`config.mk`:
```
export PLATFORM = sky130hd
export DESIGN_NAME = ohsm_top
export DESIGN_NICKNAME = d
export VERILOG_FILES = /design/src/rtl/ohsm_pkg.sv /design/src/rtl/ohsm_guard.sv /design/src/rtl/ohsm_next.sv /design/src/rtl/ohsm_top.sv
export SDC_FILE = /design/constraint.sdc
export NUM_CORES = 1
export LEC_CHECK = 0
export BUFFER_PORTS_ARGS = -buffer_cell sky130_fd_sc_hd__buf_2
export CAP_MARGIN = 20
export CORE_AREA = 2 2 39 41
export DETAILED_ROUTE_END_ITERATION = 10
export DIE_AREA = 0 0 41 43
export GPL_TIMING_DRIVEN = 0
export PLACE_DENSITY_LB_ADDON = 0.3
export SKIP_CTS_REPAIR_TIMING = 1
export SYNTH_ARGS = -nofsm -noshare
export SYNTH_HDL_FRONTEND = slang
export SYNTH_SLANG_ARGS = --single-unit
export TNS_END_PERCENT = 100
```
`constraint.sdc`:
```
create_clock -name clk -period 7.1 [get_ports clk]
set_clock_uncertainty 0.2 [all_clocks]
set_input_delay 0.355 -clock clk [delete_from_list [all_inputs] [get_ports clk]]
set_output_delay 0.355 -clock clk [all_outputs]
set_load 0.02 [all_outputs]
```
`src/rtl/ohsm_pkg.sv`:
```
package ohsm_pkg;

    localparam int NSTATE = 4;

    typedef enum int {
        IX_POST = 0,
        IX_IDLE = 1,
        IX_BUSY = 2,
        IX_ERR  = 3
    } st_idx_e;

    typedef logic [NSTATE-1:0] st_vec_t;

    typedef struct packed {
        logic start;
        logic done;
        logic err;
    } ctl_in_t;

    function automatic st_vec_t hot(input st_idx_e ix);
        st_vec_t v;
        v = '0;
        v[ix] = 1'b1;
        return v;
    endfunction

    function automatic int unsigned bit_total(input st_vec_t v);
        int unsigned n;
        n = 0;
        for (int i = 0; i < NSTATE; i++) begin
            n += int'(v[i]);
        end
        return n;
    endfunction

endpackage

```
`src/rtl/ohsm_guard.sv`:
```
module ohsm_guard
    import ohsm_pkg::*;
(
    input  st_vec_t vec,
    output logic    bad
);
    localparam int unsigned WANT = 1;

    always_comb begin
        bad = (bit_total(vec) != WANT);
    end
endmodule

```
`src/rtl/ohsm_next.sv`:
```
module ohsm_next
    import ohsm_pkg::*;
(
    input  logic    clk,
    input  logic    rst,
    input  st_vec_t cur,
    input  logic    bad,
    input  ctl_in_t ctl,
    input  logic    inj_en,
    output st_vec_t nxt
);
    always_comb begin
        nxt = hot(IX_POST);
        if (!bad) begin
            if (cur[IX_POST]) begin
                nxt = hot(IX_IDLE);
            end else if (cur[IX_IDLE]) begin
                nxt = ctl.start ? hot(IX_BUSY) : hot(IX_IDLE);
            end else if (cur[IX_BUSY]) begin
                if (ctl.err)       nxt = hot(IX_ERR);
                else if (ctl.done) nxt = hot(IX_IDLE);
                else               nxt = hot(IX_BUSY);
            end else begin
                nxt = hot(IX_IDLE);
            end
        end
    end

    // post-reset leads only to idle
    a_r4_post_to_idle: assert property (@(posedge clk) disable iff (rst)
        (cur == hot(IX_POST) && !inj_en) |=> (cur == hot(IX_IDLE)));

    // start from idle reaches busy
    a_r5_idle_start: assert property (@(posedge clk) disable iff (rst)
        (cur == hot(IX_IDLE) && ctl.start && !inj_en) |=> (cur == hot(IX_BUSY)));

    // error wins over done in busy
    a_r6_busy_err: assert property (@(posedge clk) disable iff (rst)
        (cur == hot(IX_BUSY) && ctl.err && !inj_en) |=> (cur == hot(IX_ERR)));

    // error lasts one cycle
    a_r7_err_to_idle: assert property (@(posedge clk) disable iff (rst)
        (cur == hot(IX_ERR) && !inj_en) |=> (cur == hot(IX_IDLE)));
endmodule

```
`src/rtl/ohsm_top.sv`:
```
module ohsm_top
    import ohsm_pkg::*;
#(
    parameter int W = ohsm_pkg::NSTATE
) (
    input  logic         clk,
    input  logic         rst,
    input  logic         start_req,
    input  logic         done_in,
    input  logic         err_evt,
    input  logic         inj_en,
    input  logic [W-1:0] inj_vec,
    output logic [W-1:0] state_vec,
    output logic         illegal
);
    st_vec_t state_q;
    st_vec_t next_d;
    logic    bad;
    ctl_in_t ctl;

    assign ctl = '{start: start_req, done: done_in, err: err_evt};

    ohsm_guard u_guard (
        .vec (state_q),
        .bad (bad)
    );

    ohsm_next u_next (
        .clk    (clk),
        .rst    (rst),
        .cur    (state_q),
        .bad    (bad),
        .ctl    (ctl),
        .inj_en (inj_en),
        .nxt    (next_d)
    );

    always_ff @(posedge clk) begin
        if (rst)         state_q <= hot(IX_POST);
        else if (inj_en) state_q <= st_vec_t'(inj_vec);
        else             state_q <= next_d;
    end

    assign state_vec = W'(state_q);
    assign illegal   = bad;

    // reset lands on post-reset alone
    a_r1_reset_post: assert property (@(posedge clk)
        rst |=> (state_vec == W'(hot(IX_POST))));

    // a flagged vector is replaced by post-reset
    a_r3_recover: assert property (@(posedge clk) disable iff (rst)
        (illegal && !inj_en) |=> (state_vec == W'(hot(IX_POST))));

    // without injection the vector stays legal
    a_r9_no_stable_bad: assert property (@(posedge clk) disable iff (rst)
        !inj_en |=> !illegal);

    // an injection is loaded as given
    a_r8_inject: assert property (@(posedge clk) disable iff (rst)
        inj_en |=> (state_vec == $past(inj_vec)));
endmodule

```
=== Word level (Yosys, flattened, before mapping) ===
Index checks and enable logic that the tools add are counted.

* Bits in registers: 4
* Input port bits: 10
* Output and inout port bits: 5
* Logic and storage cells: 13

* Add/subtract/negate cells: 3
* Equality and inequality tests: 1
* Mux-type cells: 8

{| class="wikitable"
|+ Operators with widths
! kind !! number
|-
| 32-bit by 1-bit adder with 32-bit output || 2
|-
| 32-bit by 1-bit != test with 1-bit output, second input constant || 1
|-
| 4-bit 2-to-1 mux || 6
|-
| 3-bit 2-to-1 mux || 2
|-
| 1-bit by 1-bit adder with 2-bit output || 1
|}

=== Logic depth before layout (Yosys ltp) ===
Gate-level depths: netlist (run 1).

* Word-level depth: 7
* Depth in mapped cells: 7

=== Hierarchy ===
A second synthesis (run 1) with hierarchy kept.

* Cells, all modules: 32
* Area total of the unflattened synthesis: 289.0 um^2

{| class="wikitable"
|+ By module, submodules not included
! module !! instances !! cells an instance !! area each (um^2) !! seq. area each (um^2)
|-
| ohsm_top || 1 || 13 || 143.9 || 80.1
|-
| ohsm_guard || 1 || 9 || 72.6 || 0.0
|-
| ohsm_next || 1 || 10 || 72.6 || 0.0
|}

=== Least setup slack after synthesis (run 1) ===
No wires, ideal clock.

* Kind: flip-flop to flip-flop
* Start: register state_q[1], in the netlist state_vec[1]
* End: register state_q[1], in the netlist state_vec[1]
* Data arrival time: 2.251 ns
* Path slack: 4.570 ns
* Stages on the path, launching flop included: 8
* Path buffers: 0
* Period minus slack after synthesis: 2.530 ns
* Cell sequence: dfxtp_1 > ha_1 > fa_1 > ha_1 > nor3b_2 > inv_2 > or4b_1 > o211ai_1

* Word-level cells in the longest chain between the ends: 6
* Elaborated cells on any way between the ends: 8
* Classes of those cells: add/sub: 3; eq/ne: 1; mux: 4

{| class="wikitable"
|+ RTL lines
! what !! RTL line !! RTL
|-
| start, declared || ohsm_top.sv:16 || <nowiki>st_vec_t state_q;</nowiki>
|-
| start signal, assigned || ohsm_top.sv:39 || <nowiki>if (rst) state_q <= hot(IX_POST);</nowiki>
|-
| start signal, assigned || ohsm_top.sv:40 || <nowiki>else if (inj_en) state_q <= st_vec_t'(inj_vec);</nowiki>
|-
| start signal, assigned || ohsm_top.sv:41 || <nowiki>else state_q <= next_d;</nowiki>
|-
| 1-bit by 1-bit adder with 2-bit output || ohsm_pkg.sv:31 || <nowiki>n += int'(v[i]);</nowiki>
|-
| 32-bit by 1-bit adder with 32-bit output (2 in series) || ohsm_pkg.sv:31 ||
|-
| 32-bit by 1-bit != test with 1-bit output || ohsm_guard.sv:10 || <nowiki>bad = (bit_total(vec) != WANT);</nowiki>
|-
| named net illegal || ohsm_top.sv:14 || <nowiki>output logic illegal</nowiki>
|-
| 4-bit 2-to-1 mux || ohsm_next.sv:14 || <nowiki>if (!bad) begin</nowiki>
|-
| 4-bit 2-to-1 mux || ohsm_top.sv:40 ||
|}

The timed path passes the listed nets, and every way through them passes these cells.
A chain may end at the register's enable or synchronous reset.

=== Final worst setup path (run 1) ===
* Start: register state_q[0], in the netlist state_vec[0]
* End: output port illegal

* Word-level cells in the longest chain between the ends: 4

{| class="wikitable"
|+ RTL lines
! what !! RTL line
|-
| 1-bit by 1-bit adder with 2-bit output || ohsm_pkg.sv:31
|-
| 32-bit by 1-bit adder with 32-bit output (2 in series) || ohsm_pkg.sv:31
|-
| 32-bit by 1-bit != test with 1-bit output || ohsm_guard.sv:10
|-
| end, declared || ohsm_top.sv:14
|}

Every way passes these cells.

==> qor.yml, run 1 <==
outcome: "finished, final reports clean"
max_stage_delay_ns: 0.37
io_buffers: 14
core_sq_um: 1384
setup_tns_ns: 0
timing.rr.start: "state_vec[0]$_SDFF_PP1_"
drtPass1Iterations: 3
yosysWarnings: 0
maxCapViolations: 0
p_total_uw: 116.0
startpoint: "state_vec[0]$_SDFF_PP1_"
finalSetupViolCount: 0
synth_area_leaders: "dfxtp_1 (31%), ha_1 (9.7%), fa_1 (7.7%)"
layout-drive-gt1-share: 0.4318
rsz0062_at_grt: "no"
crit_path_start_kind: "flip-flop"
grt_max_degree: 8
clk_path_buf_depth: 2
syn_area_per_cell_sq_um: 9.593
hpwl_um: 495.5
numCtsBuffers: 3
ios: 15
hold_violations: 0
wl_per_cell_um: 9.567
hold_depth: 3
route.detailed.vias_per_inst: 4.467
synthCells: 27
hold_class: "in -> reg"
cts_tree: "done"
max_freq_mhz: 388.3
slew_headroom: 0.7615
initialDrtViolationCount: 6
r2r-end: "state_vec[1]$_SDFF_PP0_"
cp.arrival_ns: 2.02
period_share: 0.3627
grt_pass1_wl_um: 945
ant_nets: 0
critPathRequiredTime_ns: 6.55
cts_root_buf: "clkbuf_4"
path_buf_inv: 2
peakVddDrop_mv: 0.1114
cts.clk_slew.worst_paths_ns: 0.03
synth_seq_cells: 4
grt_overflow: 0
track_usage: 0.08451
largest_register_ffs: 4
die_area_sq_um: 1763
drc_errors: 0
worst-slew-pin-transition_ns: 0.3528
drt_wl_total_um: 574
vias: 268
whs_endpoint: "state_vec[0]$_SDFF_PP1_"
critPathSlowestCell: "fa_1"
fp.dieW_um: 41
yosys.area.top_type_share: 0.3092
die_y_um: 43
fill_cells: 151
cp_cell_sequence: "ha_1 -> fa_1 -> ha_1 -> nor3b_2 -> inv_2 -> buf_2"
clock_latency_ns: 0.24
start_util: 0.1872
grt_pass1_vias: 263
synth_sequential_area_ratio: 0.3092
antenna_found_initial: 0
cp_common_cell: "ha_1"
seq_area_sq_um: 80.08
path_delay_family: "adder cells"
place.gp.congestion: 0.6431
netlist.top_cell.by_area: "dfxtp_1"
syn_nets: 40
area_growth_pct: 43.48
rows: 14
nNetsFinal: 59
whs_ns: 0.1421
worstHoldStart: "inj_vec[0]"
syn_area_sq_um: 259.0
h-tree-depth: 1
r2r_cells: 7
slew_violations: 0
min_period_ns: 2.575
clock-sinks: 4
regToRegSetupSlack_ns: 4.64
multi_input_area_sq_um: 175.2
ys_types: 18
power_density_nw_per_um2: 312.2
power.leakage_nw: 0.1721
worst_setup_path_end_kind: "output port"
path_max_fanout: 4
worstSetupPathType: "reg -> out"
diodes: 0
-- cell usage in the layout (no fill, tap or decap) --
cell       count
buf_2         14
nand2_1        5
dfxtp_1        4
clkbuf_4       3
nand2b_1       2
ha_1           2
nor3b_2        1
inv_2          1
o31a_1         1
nor4b_1        1
nor2_1         1
o22ai_1        1
nor2b_1        1
o2111ai_1      1
or4b_1         1
o211ai_1       1
nand4bb_1      1
a21oi_1        1
mux2i_1        1
fa_1           1
-- through the flow --
step / std cells / setup slack, ns / util / cell area [sq um]
after CTS: 60 / 4.502 / 0.2685 / 371.6
after detailed placement: 57 / 4.628 / 0.2523 / 349.1
after global routing: 60 / 4.404 / 0.2685 / 371.6
after floorplan: 27 / 4.570 / - / 259.0
final: 60 / 4.525 / 0.2685 / 371.6
after global placement: 57 / 4.640 / 0.2523 / 349.1
-- layer usage --
metal	global-route usage	share of wire	up-vias
met2	0.1156	0.40	12
met5	0	0	-
met4	0.04000	0.019	0
met1	0.09385	0.46	117
li1	-	-	137
met3	0.06283	0.11	2
-- Yosys cell counts, drive strengths merged --
master   instances
nor2b            1
dfxtp            4
nand4bb          1
nand2b           2
ha               2
inv              1
nand2            5
a21oi            1
nor4b            1
mux2i            1
o2111ai          1
fa               1
or4b             1
nor2             1
nor3b            1
o31a             1
o22ai            1
o211ai           1
-- power breakdown --
part	internal (mW)	switching (mW)
registers	0.0267	0.00414
clock network	0.0189	0.00943
logic	0.0251	0.0317
-- tightest hold or removal path: stages --
cell      delay, ns
buf_2          0.08
mux2i_1        0.06
nand2b_1       0.06
-- layout make-up --
class,instances,share of cell area
timing repair buffer,14,0.1886
inverter,1,0.01010
clock buffer,3,0.06061
tap,16,0.05387
multi-input combinational,22,0.4714
sequential,4,0.2155
-- logic make-up after synthesis --
logic type,after synthesis,share of synthesized area
DFF,4,0.3092
buffers and inverters,1,0.01448
and+or+nand+nor,13,0.3237
muxes,1,0.03865
adders and majority gates,3,0.1739
AOI/OAI and AO/OA,5,0.1401
-- how the worst max path moves through the flow --
stage | endpoint | slack (ns) | depth (start not counted)
floorplan | state_vec[1]$_SDFF_PP0_ | 4.57 | 7
global placement | state_vec[1]$_SDFF_PP0_ | 4.64 | 7
detailed placement | state_vec[1]$_SDFF_PP0_ | 4.63 | 7
CTS | illegal | 4.50 | 6
global route | illegal | 4.40 | 6
finish | illegal | 4.52 | 6
Note: power is estimated with default switching activity, not from simulation.
==> run 2, diff against run 1 <==
Settings changed: ABC_AREA set to 1.
Clock period 7.1 ns to 2.35 ns, I/O delays scaled along.
==> run 2 against run 1 <==
Compared with the run above: the run now ends with hold timing left; die area is the same; synthesized cell count grew 33%; cell count is 23% higher; clock power rose to 2.9 times the previous value; non-clock buffer count rose by 5; synthesized area shrank 1.9%; critical endpoint unchanged; worst setup slack worse by 4.3 ns; clock-buffer cell count unchanged.
==> qor.yml, run 2 <==
critPathRequiredTime_ns: 2.03  # -4.52 ns
maxCapViolations: 0  # unchanged
yosys.area_share.simple: 0.3300  # +0.006378
synth_sequential_area_ratio: 0.3153  # +0.006092
violations: "hold timing"
yosysWarnings: 0  # unchanged
layout_common_cells: "buf_2 (14), nand2_1 (11), inv_1 (5), dlygate4sd3_1 (5), dfxtp_1 (4)"
outcome: "finished, violations left"
fill_cells: 156  # +3.3%
vias: 288  # +7.5%
netlist.top_cell.by_area: "dfxtp_1"
hpwl_um: 467.8  # -5.6%
finalSetupViolCount: 0  # unchanged
hold_violations: 3  # +3
start_util: 0.1835  # -0.003616
worst-slew-pin-transition_ns: 0.1699  # -0.1829 ns
grt_max_degree: 6  # -2
cts.clk_slew.worst_paths_ns: 0.04  # about the same
slew_headroom: 0.8858  # +0.1244
timing.rr.start: "state_vec[1]$_SDFF_PP0_"
layout_commonest_cell: "buf_2"
cts_tree: "done"
instances_no_fill: 74  # +23%
numCtsBuffers: 3  # unchanged
max_freq_mhz: 464.1
largest_register_ffs: 4  # unchanged
track_usage: 0.07839  # -0.006115
whs_ns: -0.02263  # -0.1648 ns
wl_per_cell_um: 7.784  # -19%
yosysMostFrequentCell: "nand2_1"
synth_top_flop_cell: "dfxtp_1"
regToRegSetupSlack_ns: 0.26  # -4.38 ns
drtPass1Iterations: 2  # -1
multi_input_area_sq_um: 151.4  # -14%
grt_overflow: 0  # unchanged
r2r-end: "state_vec[3]$_SDFF_PP0_"
place.gp.congestion: 0.6964  # +8.3%
layout-drive-gt1-share: 0.3448  # -0.08699
setup_tns_ns: 0  # unchanged
min_period_ns: 2.155
rows: 14  # unchanged
r2r_cells: 8  # +1
diodes: 0  # unchanged
drt_wl_total_um: 576  # +0.35%
cts_root_buf: "clkbuf_4"
worstHoldStart: "inj_en"
startpoint: "state_vec[1]$_SDFF_PP0_"
ys_types: 13  # -5
hold_depth: 3  # unchanged
route.detailed.vias_per_inst: 3.892  # -13%
synthAdderAreaFrac: 0.1773  # +0.003427
post-route-util: 0.3011  # +0.03255
syn_area_sq_um: 254.0  # -1.9%
power.leakage_nw: 0.2271  # +32%
synth_commonest_cells: "nand2_1 (11), inv_1 (5), dfxtp_1 (4)"
async_reset_ff_frac: 0  # unchanged
hold_class: "in -> reg"
synthMuxAreaShare: 0  # -0.03865
die_area_sq_um: 1763  # unchanged
initialDrtViolationCount: 1  # -5
dpl.cell_count: 66  # +16%
grt_pass1_vias: 258  # -1.9%
clock_latency_ns: 0.23  # about the same
ios: 15  # unchanged
synth_top_family_by_area: "simple AND/OR/NAND/NOR gates"
whs_endpoint: "state_vec[1]$_SDFF_PP0_"
area_growth_pct: 64.04
synth_xor_area_frac: 0  # unchanged
worst_setup_path_end_kind: "output port"
cp.arrival_ns: 1.84  # -0.18 ns
fp.dieW_um: 41  # unchanged
syn_nets: 49  # +23%
h-tree-depth: 1  # unchanged
ant_nets: 0  # unchanged
yosys.area.top_type_share: 0.3153  # +0.006092
grt_pass1_wl_um: 910  # -3.7%
worstSetupPathType: "reg -> out"
antenna_found_initial: 0  # unchanged
synth_area_leaders: "dfxtp_1 (32%), nand2_1 (16%), ha_1 (9.9%)"
drc_errors: 0  # unchanged
io_buffers: 14  # unchanged
slew_violations: 0  # unchanged
synth_seq_cells: 4  # unchanged
power_density_nw_per_um2: 595.2  # +91%
rsz0062_at_grt: "no"
clock-sinks: 4  # unchanged
synth_edf_count: 0  # unchanged
clk_path_buf_depth: 2  # unchanged
peakVddDrop_mv: 0.2135  # +92%
crit_path_start_kind: "flip-flop"
syn_area_per_cell_sq_um: 7.055  # -26%
die_y_um: 43  # unchanged
seq_area_sq_um: 80.08  # unchanged
synth_compound_area_frac: 0.08867  # -0.05143
p_total_uw: 248.0  # +110%
core_sq_um: 1384  # unchanged
nNetsFinal: 73  # +24%
path_max_fanout: 5  # +1
synthCells: 36  # +33%
period_share: 0.9170
[run 2: cell count changes after synthesis, moves of 2 or more]
cell	change
nand2_1	+6
inv_1	+5
a21oi_1	+2
nand2b_1	-2
nand3_1	+2
nor2_1	+2
[run 2: final cells by class]
| type | count | area share |
|---|---|---|
| timing repair buffer | 19 | 0.2883 |
| clock buffer | 3 | 0.05405 |
| multi-input combinational | 26 | 0.3634 |
| tap | 16 | 0.04805 |
| sequential | 4 | 0.1922 |
| inverter | 6 | 0.05405 |
[run 2: logic make-up (layout without fill, tap and decap cells)]
family,Yosys count,in the layout
fa+ha+maj,3,3
flops,4,4
buf+inv,6,28
simple gates,19,19
compound gates,4,4
[run 2: how the worst max path moves through the flow]
stage	to	slack, ns	depth (start not counted)
2_1_floorplan	state_vec[2]$_SDFF_PP0_	0.14	8
3_3_place_gp	state_vec[3]$_SDFF_PP0_	0.24	8
3_5_place_dp	state_vec[3]$_SDFF_PP0_	0.25	8
4_1_cts	illegal	0.17	6
5_1_grt	state_vec[3]$_SDFF_PP0_	0.11	8
6_report	illegal	0.20	6
[run 2: metal layers]
layer	GRT usage	vias up	part of all wire
li1	-	159	-
met1	0.1032	119	0.42
met2	0.09688	10	0.51
met3	0.01571	0	0.064
met4	0.08000	0	0
met5	0	-	0
[run 2: worst max-delay path, stage by stage (launching register included)]
cell and delay, ns:
dfxtp_1 0.39, ha_1 0.27, fa_1 0.37, ha_1 0.28, inv_1 0.06, nand3_2 0.07
buf_2 0.17
[run 2: power breakdown]
| part | total, mW | leakage, nW | switching, mW | internal, mW |
|---|---|---|---|---|
| clock network | 0.0830 | 0.0138 | 0.0260 | 0.0570 |
| logic | 0.0852 | 0.180 | 0.0489 | 0.0363 |
| registers | 0.0798 | 0.0331 | 0.00566 | 0.0742 |
[run 2: metrics by stage]
stage	cell area (sq um)	setup slack [ns]
floorplan	254.0	0.1404
global placement	344.1	0.2449
detailed placement	344.1	0.2476
CTS	366.6	0.1718
global route	416.7	0.1142
finish	416.7	0.1951
==> run 3, diff against run 2 <==
Settings changed: REMOVE_ABC_BUFFERS set to 1, SYNTH_HIERARCHICAL set to 1.
==> run 3 against run 2 <==
Compared with the run above: the run still ends with hold timing left; global-route usage rose by 0.20 points; non-clock buffer count decreased by 1; sequential power increased by 4.3%; register-to-register slack got worse by 0.11 ns; sequential share of layout area is 1.8 points lower; synthesized cell count grew 47%; via count up 17%; die area unchanged; worst setup slack worse by 0.10 ns; utilization grew 5.2 points; critical endpoint unchanged.
==> qor.yml, run 3 <==
vias: 338  # +17%
crit_path_start_kind: "flip-flop"
synth_commonest_cells: "inv_1 (14), nand2_1 (14), nor2_1 (6)"
largest_register_ffs: 4  # unchanged
worstSetupPathType: "reg -> out"
clock_latency_ns: 0.23  # about the same
timing.rr.start: "state_vec[0]$_SDFF_PP1_"
ys_types: 14  # +1
syn_area_sq_um: 327.8  # +29%
ios: 15  # unchanged
die_y_um: 43  # unchanged
layout_commonest_cell: "nand2_1"
nNetsFinal: 87  # +19%
slew_violations: 0  # unchanged
drc_errors: 0  # unchanged
slew_headroom: 0.8596  # -0.02620
grt_overflow: 0  # unchanged
clk_path_buf_depth: 2  # unchanged
regToRegSetupSlack_ns: 0.15  # -0.11 ns
layout-drive-gt1-share: 0.4028  # +0.05795
h-tree-depth: 1  # unchanged
cp.arrival_ns: 1.94  # +0.10 ns
outcome: "finished, violations left"
route.detailed.vias_per_inst: 3.841  # -1.3%
grt_pass1_wl_um: 876  # -3.7%
final_area_sq_um: 489.2  # +17%
min_period_ns: 2.255  # +0.1002 ns
synth_top_flop_cell: "dfxtp_1"
power.leakage_nw: 0.2864  # +26%
place_area_sq_um: 399.1  # +16%
core_sq_um: 1384  # unchanged
yosysWarnings: 6  # +6
fill_cells: 152  # -2.6%
startpoint: "state_vec[0]$_SDFF_PP1_"
area_growth_pct: 49.24
instances_no_fill: 88  # +19%
initialDrtViolationCount: 4  # +3
finalSetupViolCount: 0  # unchanged
diodes: 0  # unchanged
worst_setup_path_end_kind: "output port"
drtPass1Iterations: 2  # unchanged
hold_violations: 2  # -1
start_util: 0.2369  # +0.05334
worstHoldStart: "inj_vec[1]"
rows: 14  # unchanged
grt_pass1_vias: 246  # -4.7%
path_delay_family: "adder cells"
numCtsBuffers: 3  # unchanged
max_freq_mhz: 443.4  # -4.4%
yosys.area.top_type_share: 0.2443  # -0.07100
peakVddDrop_mv: 0.1409  # -34%
path_buf_inv: 4  # +2
hpwl_um: 503.1  # +7.5%
critPathRequiredTime_ns: 2.03  # about the same
rsz0062_at_grt: "no"
dpl.cell_count: 81  # +23%
max_stage_delay_ns: 0.53  # +0.14 ns
hold_class: "in -> reg"
synth_edf_count: 0  # unchanged
syn_area_per_cell_sq_um: 6.185  # -12%
wl_per_cell_um: 7.523  # -3.4%
synth_sequential_area_ratio: 0.2443  # -0.07100
drt_wl_total_um: 662  # +15%
worst-slew-pin-transition_ns: 0.2088  # +0.03888 ns
post-route-util: 0.3535  # +0.05244
grt_max_degree: 9  # +3
layout_common_cells: "nand2_1 (14), inv_1 (13), buf_2 (13), nor2_1 (6)"
synth_area_leaders: "dfxtp_1 (24%), inv_1 (16%), nand2_1 (16%)"
clock-sinks: 4  # unchanged
period_share: 0.9596  # +0.04265
track_usage: 0.08040  # +0.002010
synthCells: 53  # +47%
synth_seq_cells: 4  # unchanged
critPathSlowestCell: "fa_1"
power_density_nw_per_um2: 608.1  # +2.2%
setup_tns_ns: 0  # unchanged
place.gp.congestion: 0.6646  # -4.6%
path_max_fanout: 4  # -1
fp.dieW_um: 41  # unchanged
cp_cell_sequence: "inv_1 -> fa_1 -> inv_1 -> ha_1 -> ha_1 -> inv_2 -> nand3_4 -> buf_6"
violations: "hold timing"
die_area_sq_um: 1763  # unchanged
antenna_found_initial: 0  # unchanged
io_buffers: 14  # unchanged
ant_nets: 0  # unchanged
whs_ns: -0.007253  # +0.01538 ns
maxCapViolations: 0  # unchanged
cts.clk_slew.worst_paths_ns: 0.03  # about the same
async_reset_ff_frac: 0  # unchanged
cts_tree: "done"
cts_root_buf: "clkbuf_4"
p_total_uw: 297.5  # +20%
netlist.top_cell.by_area: "dfxtp_1"
## run 3: final cells by class
class / instances / area [sq um] / share of cell area
Inverter: 15 / 56.30 / 0.1151
Clock buffer: 3 / 22.52 / 0.04604
Timing Repair Buffer: 18 / 113.9 / 0.2327
Sequential cell: 4 / 85.08 / 0.1739
Tap cell: 16 / 20.02 / 0.04092
Multi-Input combinational cell: 32 / 191.4 / 0.3913
## run 3: cells by family after synthesis
family,synth area share
AOI/OAI and AO/OA,0.01525
adders and majority gates,0.1374
buffers and inverters,0.2290
DFF,0.2443
and+or+nand+nor,0.3741
## run 3: worst paths after layout
check,to,cells after the start
min,state_vec[1]$_SDFF_PP0_,5
min reg2reg,state_vec[3]$_SDFF_PP0_,3
max,illegal,8
max reg2reg,state_vec[2]$_SDFF_PP0_,11
## run 3: through the flow
| stage | worst slack, ns | hold WS (ns) |
|---|---|---|
| 2_1_floorplan | -0.2265 | 0.03962 |
| 3_3_place_gp | -0.09915 | 0.1391 |
| 3_5_place_dp | -0.1196 | 0.1518 |
| 6_report | 0.09485 | -0.007253 |
| 4_1_cts | -0.1287 | -0.09171 |
| 5_1_grt | 0.006851 | 0.009252 |
## run 3: power breakdown
group / internal (mW) / switching [mW]
Clock: 0.0568 / 0.0238
Combinational: 0.0608 / 0.0729
Sequential: 0.0760 / 0.00722
## run 3: worst min-delay path: cells and delay by family
kind	cells	cell delay (ns)
buffers and inverters	2	0.12
and+or+nand+nor	3	0.16
## run 3: routing by layer
metal	routed length (um)	global-route usage	share of wire	vias up
met5	0	0	0	-
met2	308	0.1031	0.47	13
met1	303	0.08065	0.46	136
met4	0	0.1200	0	0
li1	-	-	-	189
met3	49	0.02094	0.074	0
